**config.mk**
```make
export PLATFORM = sky130hd
export DESIGN_NAME = flash_cmd_decoder
export DESIGN_NICKNAME = d
export VERILOG_FILES = /design/src/rtl/flash_cmd_pkg.sv /design/src/rtl/wr_qualify.sv /design/src/rtl/cmd_seq_fsm.sv /design/src/rtl/cmd_mode_reg.sv /design/src/rtl/id_mux.sv /design/src/rtl/flash_cmd_decoder.sv
export SDC_FILE = /design/constraint.sdc
export NUM_CORES = 1
export LEC_CHECK = 0
export BUFFER_PORTS_ARGS = -buffer_cell sky130_fd_sc_hd__buf_2
export CORE_ASPECT_RATIO = 0.9
export CORE_UTILIZATION = 45
export CTS_BUF_LIST = sky130_fd_sc_hd__clkbuf_2
export CTS_CLUSTER_DIAMETER = 100
export CTS_CLUSTER_SIZE = 16
export DETAILED_ROUTE_END_ITERATION = 8
export PLACE_DENSITY = 0.93
export SKIP_LAST_GASP = 1
export SLEW_MARGIN = 20
export SYNTH_ARGS = -nofsm -noshare
export SYNTH_HDL_FRONTEND = slang
export SYNTH_SLANG_ARGS = --single-unit
export TNS_END_PERCENT = 100
```
**constraint.sdc**
```tcl
create_clock -name clk -period 4.1 [get_ports clk]
set_input_delay 0.41 -clock clk [delete_from_list [all_inputs] [get_ports clk]]
set_output_delay 0.41 -clock clk [all_outputs]
set_load 0.05 [all_outputs]
```
**src/rtl/flash_cmd_pkg.sv**
```systemverilog
package flash_cmd_pkg;

    localparam int KEY_W = 15;

    localparam logic [KEY_W-1:0] KEY_ADDR_A = 15'h5555;
    localparam logic [KEY_W-1:0] KEY_ADDR_B = 15'h2AAA;

    localparam logic [7:0] KEY_DATA_A   = 8'hAA;
    localparam logic [7:0] KEY_DATA_B   = 8'h55;
    localparam logic [7:0] OP_RESET     = 8'hF0;
    localparam logic [7:0] OP_IDENT     = 8'h90;
    localparam logic [7:0] OP_PROGRAM   = 8'hA0;
    localparam logic [7:0] OP_ERASE_ARM = 8'h80;
    localparam logic [7:0] OP_STATUS    = 8'h70;
    localparam logic [7:0] OP_CLEAR     = 8'h50;
    localparam logic [7:0] OP_ERASE_GO  = 8'h10;

    localparam logic [7:0] ID_MAKER  = 8'hC2;
    localparam logic [7:0] ID_DEVICE = 8'h6B;

    typedef enum logic [1:0] {
        SRC_ARRAY  = 2'd0,
        SRC_ID     = 2'd1,
        SRC_STATUS = 2'd2
    } rd_src_e;

    typedef enum logic [2:0] {
        EV_NONE,
        EV_RD_ARRAY,
        EV_RD_ID,
        EV_RD_STATUS,
        EV_PROGRAM,
        EV_ERASE,
        EV_CLEAR
    } cmd_evt_e;

    typedef enum logic [2:0] {
        ST_IDLE,
        ST_KEY1,
        ST_KEY2,
        ST_ERS_ARM,
        ST_ERS_KEY1,
        ST_ERS_KEY2
    } seq_state_e;

endpackage

```
**src/rtl/wr_qualify.sv**
```systemverilog
module wr_qualify
    import flash_cmd_pkg::*;
#(
    parameter int AW = KEY_W
) (
    input  logic          wr_stb,
    input  logic          ce_n,
    input  logic          oe_n,
    input  logic          hv_ok,
    input  logic [AW-1:0] addr,
    input  logic [7:0]    wbyte,
    output logic          accept,
    output logic          hit_a,
    output logic          hit_b,
    output logic [7:0]    op_byte
);

    // all bus qualifiers must agree in the sampling clock
    assign accept  = wr_stb & ~ce_n & oe_n & hv_ok;
    // exact compare over every address bit
    assign hit_a   = (addr == KEY_ADDR_A[AW-1:0]);
    assign hit_b   = (addr == KEY_ADDR_B[AW-1:0]);
    assign op_byte = wbyte;

endmodule

```
**src/rtl/cmd_seq_fsm.sv**
```systemverilog
module cmd_seq_fsm
    import flash_cmd_pkg::*;
(
    input  logic       clk,
    input  logic       rst_n,
    input  logic       vcc_low,
    input  logic       accept,
    input  logic       hit_a,
    input  logic       hit_b,
    input  logic [7:0] op_byte,
    output cmd_evt_e   evt
);

    seq_state_e state, state_nx;

    logic key_a_ok, key_b_ok;
    assign key_a_ok = hit_a && (op_byte == KEY_DATA_A);
    assign key_b_ok = hit_b && (op_byte == KEY_DATA_B);

    always_ff @(posedge clk or negedge rst_n) begin
        if (!rst_n) state <= ST_IDLE;
        else        state <= state_nx;
    end

    always_comb begin
        state_nx = state;
        if (vcc_low) begin
            state_nx = ST_IDLE;
        end else if (accept) begin
            unique case (state)
                ST_IDLE:     state_nx = key_a_ok ? ST_KEY1 : ST_IDLE;
                ST_KEY1:     state_nx = key_b_ok ? ST_KEY2 : ST_IDLE;
                ST_KEY2:     state_nx = (hit_a && op_byte == OP_ERASE_ARM)
                                        ? ST_ERS_ARM : ST_IDLE;
                ST_ERS_ARM:  state_nx = key_a_ok ? ST_ERS_KEY1 : ST_IDLE;
                ST_ERS_KEY1: state_nx = key_b_ok ? ST_ERS_KEY2 : ST_IDLE;
                ST_ERS_KEY2: state_nx = ST_IDLE;
                default:     state_nx = ST_IDLE;
            endcase
        end
    end

    always_comb begin
        evt = EV_NONE;
        if (accept && !vcc_low) begin
            unique case (state)
                ST_KEY2: begin
                    if (hit_a) begin
                        case (op_byte)
                            OP_RESET:   evt = EV_RD_ARRAY;
                            OP_IDENT:   evt = EV_RD_ID;
                            OP_STATUS:  evt = EV_RD_STATUS;
                            OP_PROGRAM: evt = EV_PROGRAM;
                            OP_CLEAR:   evt = EV_CLEAR;
                            default:    evt = EV_NONE;
                        endcase
                    end
                end
                ST_ERS_KEY2: begin
                    if (hit_a && op_byte == OP_ERASE_GO) evt = EV_ERASE;
                end
                default: evt = EV_NONE;
            endcase
        end
    end

endmodule

```
**src/rtl/cmd_mode_reg.sv**
```systemverilog
module cmd_mode_reg
    import flash_cmd_pkg::*;
(
    input  logic       clk,
    input  logic       rst_n,
    input  logic       vcc_low,
    input  logic       wsm_busy,
    input  cmd_evt_e   evt,
    output logic [1:0] rd_src,
    output logic       start_prog,
    output logic       start_erase,
    output logic       clr_status
);

    cmd_evt_e eff;

    // during an operation only the status read gets through
    always_comb begin
        eff = evt;
        if (wsm_busy && evt != EV_RD_STATUS) eff = EV_NONE;
    end

    always_ff @(posedge clk or negedge rst_n) begin
        if (!rst_n) begin
            rd_src      <= SRC_ARRAY;
            start_prog  <= 1'b0;
            start_erase <= 1'b0;
            clr_status  <= 1'b0;
        end else begin
            start_prog  <= 1'b0;
            start_erase <= 1'b0;
            clr_status  <= 1'b0;
            if (vcc_low) begin
                rd_src <= SRC_ARRAY;
            end else begin
                unique case (eff)
                    EV_RD_ARRAY:  rd_src <= SRC_ARRAY;
                    EV_RD_ID:     rd_src <= SRC_ID;
                    EV_RD_STATUS: rd_src <= SRC_STATUS;
                    EV_PROGRAM: begin
                        rd_src     <= SRC_STATUS;
                        start_prog <= 1'b1;
                    end
                    EV_ERASE: begin
                        rd_src      <= SRC_STATUS;
                        start_erase <= 1'b1;
                    end
                    EV_CLEAR:     clr_status <= 1'b1;
                    default:      ;
                endcase
            end
        end
    end

endmodule

```
**src/rtl/id_mux.sv**
```systemverilog
module id_mux
    import flash_cmd_pkg::*;
#(
    parameter int DW = 16
) (
    input  logic          sel_dev,
    output logic [DW-1:0] id_data
);

    localparam int PAD_W = DW - 8;

    // identifier bytes, zero-extended to the word width
    assign id_data = {{PAD_W{1'b0}}, (sel_dev ? ID_DEVICE : ID_MAKER)};

endmodule

```
**src/rtl/flash_cmd_decoder.sv**
```systemverilog
module flash_cmd_decoder
    import flash_cmd_pkg::*;
#(
    parameter int AW = KEY_W,
    parameter int DW = 16
) (
    input  logic          clk,
    input  logic          rst_n,
    input  logic          wr_stb,
    input  logic          ce_n,
    input  logic          oe_n,
    input  logic          hv_ok,
    input  logic          vcc_low,
    input  logic          wsm_busy,
    input  logic [AW-1:0] addr,
    input  logic [7:0]    wbyte,
    output logic [1:0]    rd_src,
    output logic          start_prog,
    output logic          start_erase,
    output logic          clr_status,
    output logic [DW-1:0] id_data
);

    logic       accept, hit_a, hit_b;
    logic [7:0] op_byte;
    cmd_evt_e   evt;

    wr_qualify #(.AW(AW)) u_qual (
        .wr_stb (wr_stb),
        .ce_n   (ce_n),
        .oe_n   (oe_n),
        .hv_ok  (hv_ok),
        .addr   (addr),
        .wbyte  (wbyte),
        .accept (accept),
        .hit_a  (hit_a),
        .hit_b  (hit_b),
        .op_byte(op_byte)
    );

    cmd_seq_fsm u_fsm (
        .clk    (clk),
        .rst_n  (rst_n),
        .vcc_low(vcc_low),
        .accept (accept),
        .hit_a  (hit_a),
        .hit_b  (hit_b),
        .op_byte(op_byte),
        .evt    (evt)
    );

    cmd_mode_reg u_mode (
        .clk        (clk),
        .rst_n      (rst_n),
        .vcc_low    (vcc_low),
        .wsm_busy   (wsm_busy),
        .evt        (evt),
        .rd_src     (rd_src),
        .start_prog (start_prog),
        .start_erase(start_erase),
        .clr_status (clr_status)
    );

    id_mux #(.DW(DW)) u_id (
        .sel_dev(addr[0]),
        .id_data(id_data)
    );

endmodule

```
[Word level (Yosys, flattened, before mapping)]
Index checks and enable logic that the tools add are counted.
Word-level totals
  input bits: 31
  logic and storage cells: 66
  bits in registers: 8
  output and inout bits: 21
Operators by class
  reductions and logical operators: 11
  multiplexer cells: 23
  bitwise gates (word level): 4
  eq/ne operators: 23
Operator list (count)
  8-bit == test (second input constant): 5
  3-bit one-hot mux with 5 select lines: 2
  8-bit by 7-bit == test with 1-bit output (second input constant): 3
  3-bit two-way mux: 8
  15-bit by 14-bit == test with 1-bit output (second input constant): 1
  15-bit == test (second input constant): 1
  3-bit == test (second input constant): 5
  3-bit by 2-bit == test with 1-bit output (second input constant): 4
  8-bit by 5-bit == test with 1-bit output (second input constant): 1
  8-bit two-way mux: 1
  1-bit two-way mux: 7
  3-bit by 1-bit == test with 1-bit output (second input constant): 2
  1-bit logical AND: 6
  2-bit two-way mux: 3
  2-bit one-hot mux with 3 select lines: 1
  3-bit one-hot mux with 2 select lines: 1
  4-bit nonzero test: 1
  1-bit AND: 3
  3-bit logical NOT: 1
  3-bit by 2-bit inequality test with 1-bit output (second input constant): 1
  3-bit OR reduction: 1
  2-bit nonzero test: 1
  1-bit logical NOT: 1
  1-bit inverter: 1

[Longest topological paths before layout]
  depth after elaboration: 13
  gate-level depth with buffers: 7
  depth with buffers taken out: 6

[Cells and area by module]
A second synthesis with hierarchy kept.
Unflattened totals
  cells, all modules: 100
  area total of the unflattened synthesis: 862.1 um^2
Modules (own cells, without submodules)
  cmd_seq_fsm: instances 1, cells an instance 41, sequential area each 75.1 um^2, area each 329.1 um^2
  cmd_mode_reg: instances 1, cells an instance 22, sequential area each 125.1 um^2, area each 237.7 um^2
  wr_qualify: instances 1, cells an instance 19, sequential area each 0.0 um^2, area each 171.4 um^2
  id_mux: instances 1, cells an instance 18, sequential area each 0.0 um^2, area each 123.9 um^2

[Worst setup path after synthesis]
No wires, ideal clock.
  path type: reg-to-reg
  from: reg u_fsm.state[0]
  to: reg u_mode.rd_src[1]
  cell stages (with the launch flop): 8
  period minus slack after synthesis: 2.318 ns
  arrival time: 2.188 ns
  path slack: 1.782 ns
  library setup time: 0.131 ns
  buffers on the path: 1
  cells stage by stage: dfrtp_1 buf_6 or3b_1 a211o_1 or4b_4 a211o_1 a31oi_1 o211ai_1
On the way
  word-level cells in the longest chain between the ends: 10
  elaborated cells on any way between the ends: 16
  those cells by class: eq/ne (8); mux (5); reduce/logical (3)
RTL lines
  from (decl): RTL line cmd_seq_fsm.sv:14  | seq_state_e state, state_nx;
  from (signal assigned): RTL line cmd_seq_fsm.sv:22  | else state <= state_nx;
  3-bit == test / 3-bit by 2-bit == test with 1-bit output (equally long branches): RTL line cmd_seq_fsm.sv:46  | unique case (state)
  3-bit one-hot mux with 2 select lines *: RTL line cmd_seq_fsm.sv:46
  3-bit two-way mux *: RTL line cmd_seq_fsm.sv:45  | if (accept && !vcc_low) begin
  3-bit by 2-bit inequality test with 1-bit output: RTL line cmd_mode_reg.sv:20  | if (wsm_busy && evt != EV_RD_STATUS) eff = EV_NONE;
  1-bit logical AND: RTL line cmd_mode_reg.sv:20
  3-bit two-way mux *: RTL line cmd_mode_reg.sv:20
  3-bit by 2-bit == test with 1-bit output / 3-bit == test (equally long branches): RTL line cmd_mode_reg.sv:36  | unique case (eff)
  3-bit OR reduction (no line)
  2-bit one-hot mux with 3 select lines: RTL line cmd_mode_reg.sv:36
  2-bit two-way mux: RTL line cmd_mode_reg.sv:33  | if (vcc_low) begin
  to (signal assigned): RTL line cmd_mode_reg.sv:34  | rd_src <= SRC_ARRAY;
  to (signal assigned): RTL line cmd_mode_reg.sv:37  | EV_RD_ARRAY: rd_src <= SRC_ARRAY;
  to (signal assigned): RTL line cmd_mode_reg.sv:38  | EV_RD_ID: rd_src <= SRC_ID;
  to (decl): RTL line cmd_mode_reg.sv:9  | output logic [1:0] rd_src,
Mark *: on every way between the ends. The rest lies on a longest branch, timed or not.
A chain may end at the register's enable or synchronous reset.

[Worst setup path after layout]
  from: reg u_fsm.state[0]
  to: reg u_mode.rd_src[0]
Same word-level chain as after synthesis.

==> impl_metrics.tcl <==
set metrics [dict create \
    insertion_delay_ns 0.23 \
    max_stage_delay_ns 0.53 \
    start_util_pct 48.8 \
    track_usage_pct 23.3 \
    die_x_um 47.3 \
    htree_levels 1 \
    routedWlPerCell_um 12.3 \
    start_kind "flip-flop" \
    dpl.hpwl_mm 1.70 \
    cpMostUsedCell "a211o_1" \
    synth_area_per_cell_um2 7.98 \
    clock-sinks 8 \
    finalHoldViolations 0 \
    critPathArrivalTime_ns 2.56 \
    final_common_cell "buf_2" \
    min_path_type "input port to flip-flop" \
    grt_pass1_wl_mm 3.46 \
    ys_seq_area_share_pct 24.1 \
    critPathTopFamily "compound AO/OA/AOI/OAI gates" \
    cts_tree "yes" \
    cp_num_buf_inv 0 \
    pin_count 52 \
    p_leak_nw 0.448 \
    synth_area_leaders "dfrtp_1 24%, buf_4 14%, nor4bb_1 6.0%, nand4_1 3.8%, nor2_1 3.6%" \
    netlist.area_leader.share_pct 24.1 \
    layout-drive-gt1-share_pct 31.4 \
    synth-edff-count 0 \
    synthCells 104 \
    multi_input_comb_area_um2 517 \
    slowest_stage "or4b_4" \
    cp_max_fo 9 \
    ant_nets 0 \
    max_cap_viol_count 0 \
    slew_headroom_pct 64.9 \
    slew_violations 0 \
    grt_max_degree 10 \
    crit_required_ns 4.21 \
    syn_to_final_growth_pct 18.9 \
    yosysTopAreaCell "dfrtp_1" \
    grt_overflow 0 \
    ys_ff_latch 8 \
    max_slew.worst_pin.slew_ns 0.525 \
    cts_root_buffer "clkbuf_2" \
    async_flop_share_pct 100 \
    n_antenna_cell 0 \
    period_share_pct 59.9 \
    synth_ff_type "dfrtp_1" \
    first_pass_iters 5 \
    fin_skew_ns 0.00685 \
    grt_pass1_vias 832 \
    critPathKind "flip-flop to flip-flop" \
    cts_setup_buffers 0 \
    outcome "complete, no violations" \
    core_area_um2 1700 \
    drt_iter0_markers 24 \
    fin_nets 173 \
    tns_ns 0 \
    via_per_inst 5.62 \
    ys_types 36 \
    pwr_density_cell_nw_per_um2 194 \
    wl_mm 2.02 \
    num_rows 14 \
    fmax_mhz 407 \
    path_cells "or3b_1 > a211o_1 > or4b_4 > a211o_1 > a31oi_1 > o31ai_1" \
    cp-end-kind "flip-flop" \
    clockBufferDepth 2 \
    setup_violations 0 \
    rsz0062_at_grt "false" \
    die_h_um 42.7 \
    antenna_found_initial 0 \
    fill_cells 165 \
    drc_errors 0 \
    final_cell_mix "39 x buf_2, 12 x conb_1, 8 x nor2_1, 8 x dfrtp_1, 7 x nand2_1" \
    port_buffers 39 \
    fin_crit_ns 2.45 \
    path_clk_slew_ns 0.07 \
    cts_buffers 3 \
    gp_congestion 0.922 \
    yosysWarnings 0 \
    die-area_um2 2020 \
    hold_slack_ns 0.435 \
    vias 921 \
    ff_latch_area_um2 200 \
    vdd_drop_max_v 0.000106 \
    synth_area_um2 830 \
]
[layer usage]
layer | wire (um) | track usage, %
met1 | 786 | 27.5
met4 | 38 | 9.71
met5 | 0 | 0
met3 | 142 | 3.40
met2 | 1050 | 40.3
[metrics by stage]
step	power (mW)	instances	utilization (%)	setup slack [ns]	cell area, um2
after detailed placement	0.147	160	56.6	1.60	961
after floorplan	0.134	114	-	1.78	867
final	0.191	164	58.0	1.65	986
after global routing	0.202	164	58.0	1.52	986
after CTS	0.191	163	57.4	1.68	976
after global placement	0.145	160	56.6	1.68	961
[repair_timing]
item,CTS,global route
hold buffers,0,1
resized for setup,0,0
setup endpoints to repair,0,0
endpoints found under the hold margin,0,4
[flip-flops by register name, summed over array words and instances, names as in the netlist]
signal / flops
u_mode.start_prog: 1
u_fsm.state: 3
u_mode.clr_status: 1
u_mode.rd_src: 2
u_mode.start_erase: 1
[synthesized netlist by cell type (2+ instances only)]
master / n
nor4_1: 2
nand3_1: 3
a211o_1: 2
and2_1: 2
a21oi_1: 3
a31oi_1: 2
nor4bb_1: 5
nor3b_1: 4
nand4_1: 5
dfrtp_1: 8
or4_1: 3
buf_4: 16
nor2b_1: 2
nor3_1: 2
conb_1: 2
inv_1: 5
nor2_1: 8
nor4b_1: 3
nand2_1: 7
and3_1: 2
o21ai_0: 3
[where the power goes]
group	switching (mW)	internal (mW)	total (mW)	leakage [nW]
clock network	0.0243	0.0199	0.0443	0.0125
registers	0.000734	0.0792	0.0799	0.112
logic	0.0488	0.0183	0.0670	0.324
total	0.0739	0.117	0.191	0.448
[cells by family (layout without fill, tap and decap cells)]
kind of cell,count (synthesis),in the layout,synth area share [%]
simple gates,55,55,43.1
buf+inv,22,48,18.1
compound gates,17,17,13.7
flops,8,8,24.1
other cells,2,12,0.905
[worst reg2reg max path: cells and delay by family, from the launching register on]
family	cells	cell delay (ns)
compound gates	4	0.95
flops	1	0.47
simple gates	2	0.92
[final timing paths]
| check | from | end | slack [ns] | depth (start not counted) |
|---|---|---|---|---|
| worst max-delay path | u_fsm.state[0] | u_mode.rd_src[0] | 1.65 | 6 |
| worst min-delay path | vcc_low | u_fsm.state[2] | 0.43 | 2 |
| worst max register to register | u_fsm.state[0] | u_mode.rd_src[0] | 1.65 | 6 |
| worst min register to register | u_mode.rd_src[0] | u_mode.rd_src[0] | 0.55 | 2 |
| max in group asynchronous | rst_n | u_fsm.state[1] | 3.40 | 2 |
| min in group asynchronous | rst_n | u_fsm.state[2] | 0.54 | 2 |
[area by class of cell]
type | instances | area share [%]
Clock buffer | 3 | 1.52
Sequential cell | 8 | 20.3
Inverter | 5 | 1.90
Multi-Input combinational cell | 84 | 52.4
Tap cell | 24 | 3.05
Timing Repair Buffer | 40 | 20.8
Power figures use the tool's default switching activity.
